## src/rtl/usr_pkg.sv

```systemverilog
package usr_pkg;

  typedef enum logic [1:0] {
    OP_KEEP  = 2'b00,
    OP_UP    = 2'b01,
    OP_DOWN  = 2'b10,
    OP_LOAD  = 2'b11
  } usr_op_e;

  // Map the two select pins to an operation.
  function automatic usr_op_e sel_to_op(input logic s1, input logic s0);
    return usr_op_e'({s1, s0});
  endfunction

  // Next value of one bit slice.
  function automatic logic slice_next(input usr_op_e op, input logic self_q,
                                      input logic from_lower, input logic from_upper,
                                      input logic par_bit);
    logic r;
    unique case (op)
      OP_KEEP: r = self_q;
      OP_UP:   r = from_lower;
      OP_DOWN: r = from_upper;
      default: r = par_bit;
    endcase
    return r;
  endfunction

  // Drivers allowed only when both enables are asserted and no load is pending.
  function automatic logic drive_allowed(input logic en_a_n, input logic en_b_n,
                                         input logic load_req);
    return !en_a_n && !en_b_n && !load_req;
  endfunction

endpackage

```

## src/rtl/usr_mode_dec.sv

```systemverilog
module usr_mode_dec
  import usr_pkg::*;
(
  input  logic    sel0,
  input  logic    sel1,
  output usr_op_e op,
  output logic    load_win
);

  assign op       = sel_to_op(sel1, sel0);
  assign load_win = (op == OP_LOAD);

endmodule

```

## src/rtl/usr_datapath.sv

```systemverilog
module usr_datapath
  import usr_pkg::*;
#(
  parameter int WIDTH = 8
) (
  input  logic             clk,
  input  logic             rst_n,
  input  usr_op_e          op,
  input  logic             ser_lo,
  input  logic             ser_hi,
  input  logic [WIDTH-1:0] par_in,
  output logic [WIDTH-1:0] q
);

  localparam int TOP = WIDTH - 1;

  logic [WIDTH-1:0] d;

  for (genvar i = 0; i < WIDTH; i++) begin : g_slice
    logic lower_src;
    logic upper_src;
    if (i == 0) begin : g_first
      assign lower_src = ser_lo;
    end else begin : g_mid_lo
      assign lower_src = q[i-1];
    end
    if (i == TOP) begin : g_last
      assign upper_src = ser_hi;
    end else begin : g_mid_hi
      assign upper_src = q[i+1];
    end
    assign d[i] = slice_next(op, q[i], lower_src, upper_src, par_in[i]);
  end

  always_ff @(posedge clk or negedge rst_n) begin
    if (!rst_n) q <= '0;
    else        q <= d;
  end


  reset_clears_chk: assert property (@(posedge clk) !rst_n |=> q == '0);


  keep_stable_chk: assert property (@(posedge clk) disable iff (!rst_n)
    op == OP_KEEP |=> $stable(q));


  up_shift_chk: assert property (@(posedge clk) disable iff (!rst_n)
    op == OP_UP |=> q == {$past(q[TOP-1:0]), $past(ser_lo)});


  down_shift_chk: assert property (@(posedge clk) disable iff (!rst_n)
    op == OP_DOWN |=> q == {$past(ser_hi), $past(q[TOP:1])});


  load_take_chk: assert property (@(posedge clk) disable iff (!rst_n)
    op == OP_LOAD |=> q == $past(par_in));

endmodule

```

## src/rtl/usr_pin_drv.sv

```systemverilog
module usr_pin_drv
  import usr_pkg::*;
#(
  parameter int WIDTH = 8
) (
  input  logic             en_a_n,
  input  logic             en_b_n,
  input  logic             load_win,
  input  logic [WIDTH-1:0] q,
  output logic [WIDTH-1:0] pin_out,
  output logic             pin_drive
);

  assign pin_drive = drive_allowed(en_a_n, en_b_n, load_win);
  assign pin_out   = pin_drive ? q : '0;

endmodule

```

## src/rtl/usr_shift_store.sv

```systemverilog
module usr_shift_store
  import usr_pkg::*;
#(
  parameter int WIDTH = 8
) (
  input  logic             clk,
  input  logic             rst_n,
  input  logic             sel0,
  input  logic             sel1,
  input  logic             ser_lo_in,
  input  logic             ser_hi_in,
  input  logic             oe_a_n,
  input  logic             oe_b_n,
  input  logic [WIDTH-1:0] pin_in,
  output logic [WIDTH-1:0] pin_out,
  output logic             pin_drive,
  output logic             tap_lo,
  output logic             tap_hi
);

  localparam int TOP = WIDTH - 1;

  usr_op_e          op;
  logic             load_win;
  logic [WIDTH-1:0] store_q;

  usr_mode_dec u_dec (
    .sel0     (sel0),
    .sel1     (sel1),
    .op       (op),
    .load_win (load_win)
  );

  usr_datapath #(.WIDTH(WIDTH)) u_dp (
    .clk    (clk),
    .rst_n  (rst_n),
    .op     (op),
    .ser_lo (ser_lo_in),
    .ser_hi (ser_hi_in),
    .par_in (pin_in),
    .q      (store_q)
  );

  usr_pin_drv #(.WIDTH(WIDTH)) u_drv (
    .en_a_n    (oe_a_n),
    .en_b_n    (oe_b_n),
    .load_win  (load_win),
    .q         (store_q),
    .pin_out   (pin_out),
    .pin_drive (pin_drive)
  );

  assign tap_lo = store_q[0];
  assign tap_hi = store_q[TOP];


  load_drv_off_chk: assert property (@(posedge clk) disable iff (!rst_n)
    (sel0 && sel1) |-> !pin_drive);


  oe_high_off_chk: assert property (@(posedge clk) disable iff (!rst_n)
    (oe_a_n || oe_b_n) |-> !pin_drive);


  quiet_pins_chk: assert property (@(posedge clk) disable iff (!rst_n)
    !pin_drive |-> pin_out == '0);


  taps_match_pins_chk: assert property (@(posedge clk) disable iff (!rst_n)
    pin_drive |-> (pin_out[0] == tap_lo) && (pin_out[TOP] == tap_hi));

endmodule

```

## config.mk

```make
export PLATFORM = sky130hd
export DESIGN_NAME = usr_shift_store
export DESIGN_NICKNAME = d
export VERILOG_FILES = /design/src/rtl/usr_pkg.sv /design/src/rtl/usr_mode_dec.sv /design/src/rtl/usr_datapath.sv /design/src/rtl/usr_pin_drv.sv /design/src/rtl/usr_shift_store.sv
export SDC_FILE = /design/constraint.sdc
export NUM_CORES = 1
export LEC_CHECK = 0
export ABC_CLOCK_PERIOD_IN_PS = 940
export BUFFER_PORTS_ARGS = -buffer_cell sky130_fd_sc_hd__buf_4
export CAP_MARGIN = 15
export CORE_MARGIN = 3
export CORE_UTILIZATION = 41
export CTS_CLUSTER_DIAMETER = 100
export CTS_CLUSTER_SIZE = 14
export DETAILED_ROUTE_END_ITERATION = 10
export GPL_TIMING_DRIVEN = 0
export PLACE_DENSITY_LB_ADDON = 0.1
export SYNTH_ARGS = -nofsm -noshare
export SYNTH_HDL_FRONTEND = slang
export SYNTH_SLANG_ARGS = --single-unit
```

## constraint.sdc

```tcl
create_clock -name clk -period 0.94 [get_ports clk]
set_clock_uncertainty 0.15 [all_clocks]
set_input_delay 0.141 -clock clk [delete_from_list [all_inputs] [get_ports clk]]
set_output_delay 0.141 -clock clk [all_outputs]
set_load 0.01 [all_outputs]
```

==> summary.md <==
Measured along the y axis, the die boundary spans 46.1 um. Hold timing on the final database bottoms out at a slack of 0.0232 ns. The tool flagged a number of max-cap violations equal to 0.

The register with the most flip-flops in the layout has 8 of them. Wire length per cell after detailed routing: 18.5 um. The area growth from synthesis to layout works out to 93.7%. Number of global-route vias before repair: 680.

The slowest stage of the critical path belongs to the cell sky130_fd_sc_hd__ha_4. After synthesis, the cell types taking the most area are sky130_fd_sc_hd__dfrtp_1 (30%), sky130_fd_sc_hd__a221oi_2 (18%), sky130_fd_sc_hd__nor3_2 (14%). The tools report the post-route core utilization as 0.913. Top cell family by delay on the critical path: buffers and inverters.

Tracing the worst setup path back leads to its startpoint at sel1. The launching point of the worst reg2reg path is u_dp.q[0]$_DFFE_PN0P_. The post-route minimum period was 1.24 ns.

In this run the number of cells on the critical path is 6. Once detail routing completed, the nets flagged for antenna violations numbered 0. Internal portion of total power: 986 uW. For the deepest level of the CTS H-tree, the log shows 1.

Summed over all instances, the cell type with the most area after synthesis is sky130_fd_sc_hd__dfrtp_1. The run gives 0.65 ns as the critical path required time. The number of buffers added by the clock tree synthesis step came out at 3. 27 I/O pins were placed. By instance count, the cell type seen most on the critical path is sky130_fd_sc_hd__buf_6. Critical path class: in2out.

Kind of end point of the critical path: a primary output. For the pin with the worst max-slew slack, the measured transition is 0.297 ns. The period utilization came out at 1.32. The tree is rooted in a sky130_fd_sc_hd__clkbuf_4. The largest single stage delay on the critical path is 0.16 ns. In the routed design, unresolved DRC markers number 0.

For the post-layout net count, the log shows 127. The net switching fraction of the power came out at 0.352. The sequential cell area fraction in the yosys report was 0.304. The portion of synthesized cell area occupied by the leading cell type came out at 0.304. The remaining global-route overflow is 0, and the number of setup violations in the final report is 19. The post-synthesis register bit count is 8, and the wire length of the first global-routing pass is 3.16 mm. Together, buffers and inverters on the worst path number 3.

The floorplan step set the die width to 46.1 um. The flow ran to the end, but the final reports show violations. The clock reaches the later pin of the worst-skew pair after 0.26 ns. The run gives 0.471 as the effective utilization at floorplan. The accumulated negative setup slack was -4.59 ns; the leakage power figure was 0.554 nW.

The run gives 81 as the net count after synthesis. The logs give 0.000759 V for the maximum ir drop on the vdd rail and 0 for the final count of pins violating max slew. The clock slew at the register clock pins of the worst setup and hold paths was 0.06 ns. The most critical setup path has its endpoint at pin_out[0]. After the first detailed-routing iteration, the DRC count stood at 9.

The largest registers in the layout are u_dp.q x8. The maximum frequency from static timing analysis is 806 MHz. Synthesis produced a netlist whose cell count is 61. The min-delay analysis places its worst path in the category in2reg. The maximum number of pins on one net before global-route repair is 11.

After floorplanning, the core was divided into 13 placement rows. The sort of element at the start of the critical path is an input pin. Summing over every cut layer, the via total after detailed routing is 700. The Yosys step of the flow raised 0 warnings.

The setup slack of the critical path after layout was -0.300 ns. Setup repair after global routing could not meet its margin everywhere. In this run the critical register-to-register path is captured at u_dp.q[1]$_DFFE_PN0P_. The post-synthesis area per instance works out to 10.8 um2.

TritonCTS built the clock tree. For this block, the routed nets add up to 2.22 mm of wire. Yosys mapped the design onto 12 distinct sky130hd cell types. The total area inside the core boundary comes to 0.00140 mm2. The most common library cell in the layout ignoring fill and taps was sky130_fd_sc_hd__buf_4.

Fraction of layout instances using a drive strength above 1: 0.743. Data on the critical path arrives at its endpoint at 0.95 ns. Summing internal, switching and leakage power gives 1.52 mW. Once detailed placement completed, the half-perimeter wirelength came to 1.16 mm. The checks that failed: setup timing. The number of I/O port buffers was 26. The run gives -0.22 ns as the register-to-register setup slack. The register with the most flip-flops in the final layout is u_dp.q. The critical path goes through buf_12 -> ha_4 -> nor3_4 -> buf_6 -> and2_4 -> buf_6. For the global router's overall resource usage, the log shows 0.207.

Leaving out fill and tap cells, the most frequent cells in the layout are sky130_fd_sc_hd__buf_4 (21), sky130_fd_sc_hd__buf_6 (19). The detailed-routing iteration count for the pre-antenna-repair pass is 4, and the number of endpoints with negative hold slack in the final report is 0. Measured in cells, the most critical reg-to-reg path has a length of 3.

The power per cell area is 1190 mW/mm2, and the clock tree buffer depth is 2. The count of inserted antenna diode cells was 0; the total clock sinks was 8. Fraction of power consumed by combinational cells: 0.518.

For the normalized max-slew margin, the log shows 0.801. After detailed routing, the number of vias per cell comes to 5.83. In this run the worst path has a maximum fanout of 6.

The share of total power in the clock network is 0.184. Synthesized area: 659 um2. Routability-driven placement finished with a final weighted congestion of 0.779.

The run gives 0 as the number of antenna violations at the first check in global routing. The floorplan step defined a die boundary enclosing 0.00213 mm2. The part of the power in registers was 0.297. Summed over all nets, the switching power comes to 536 uW.
worst min-delay path by stage:
| stage | from | end | slack, ns | depth (start not counted) |
|---|---|---|---|---|
| 5_1_grt | ser_hi_in | u_dp.q[7]$_DFFE_PN0P_ | 0.03 | 3 |
| 3_5_place_dp | rst_n | u_dp.q[7]$_DFFE_PN0P_ | -0.18 | 1 |
| 4_1_cts | ser_hi_in | u_dp.q[7]$_DFFE_PN0P_ | 0.002 | 3 |
| 6_report | ser_hi_in | u_dp.q[7]$_DFFE_PN0P_ | 0.02 | 3 |
| 3_3_place_gp | rst_n | u_dp.q[7]$_DFFE_PN0P_ | -0.18 | 1 |
| 2_1_floorplan | rst_n | u_dp.q[0]$_DFFE_PN0P_ | -0.30 | 0 |
cell usage after synthesis:
master	n
sky130_fd_sc_hd__a221oi_2	8
sky130_fd_sc_hd__and2_1	8
sky130_fd_sc_hd__buf_2	3
sky130_fd_sc_hd__buf_4	1
sky130_fd_sc_hd__buf_8	1
sky130_fd_sc_hd__dfrtp_1	8
sky130_fd_sc_hd__ha_1	4
sky130_fd_sc_hd__inv_1	2
sky130_fd_sc_hd__nand2b_4	1
sky130_fd_sc_hd__nor2b_1	8
sky130_fd_sc_hd__nor3_1	8
sky130_fd_sc_hd__nor3_2	9
cell families (layout without fill, tap and decap cells):
group	Yosys count	after routing	share of synthesized area
buffers and inverters	7	51	0.0683
and+or+nand+nor	34	34	0.370
DFF	8	8	0.304
adders and majority gates	4	4	0.0759
AOI/OAI and AO/OA	8	8	0.182
power groups by stage:
| stage | Clock (mW) | Combinational [mW] | Sequential [mW] |
|---|---|---|---|
| floorplan | 0 | 0.271 | 0.481 |
| global placement | 0 | 0.424 | 0.493 |
| detailed placement | 0 | 0.434 | 0.495 |
| CTS | 0.281 | 0.658 | 0.441 |
| global route | 0.299 | 0.834 | 0.459 |
| finish | 0.280 | 0.789 | 0.453 |
per-layer routing:
metal | up-vias | track usage | wire, um
li1 | 313 | - | -
met4 | 0 | 0.0625 | 0
met2 | 30 | 0.341 | 1180
met5 | - | 0 | 0
met1 | 357 | 0.251 | 886
met3 | 0 | 0.0742 | 153
what timing repair did:
item	4_1_cts	5_1_grt
gates resized for setup	21	15
setup endpoints to repair	19	19
hold endpoints to repair	8	0
pin swaps	18	7
cloned	0	0
hold buffers	1	0
buffers inserted	11	5
worst register-to-register path: stages, from the launching register on:
cell and delay, ns:
sky130_fd_sc_hd__dfrtp_1 0.41, sky130_fd_sc_hd__buf_6 0.14, sky130_fd_sc_hd__a221oi_4 0.29, sky130_fd_sc_hd__nor3_2 0.06
metrics by stage:
step | std cells | setup WS (ns) | instance area, um2
after global routing | 120 | -0.325 | 1280
final | 120 | -0.300 | 1280
after CTS | 116 | -0.276 | 1140
after global placement | 102 | -0.509 | 946
after floorplan | 61 | -0.262 | 732
after detailed placement | 102 | -0.524 | 946
layout make-up:
type,count,area (um2)
inverters,2,25.0
fillers,54,121
well taps,15,18.8
repair buffers,43,447
plain buffers,3,20.0
multi-input cells,46,544
flip-flops and latches,8,200
clock buffers,3,22.5
No activity file was read; power rests on OpenSTA's default activity.
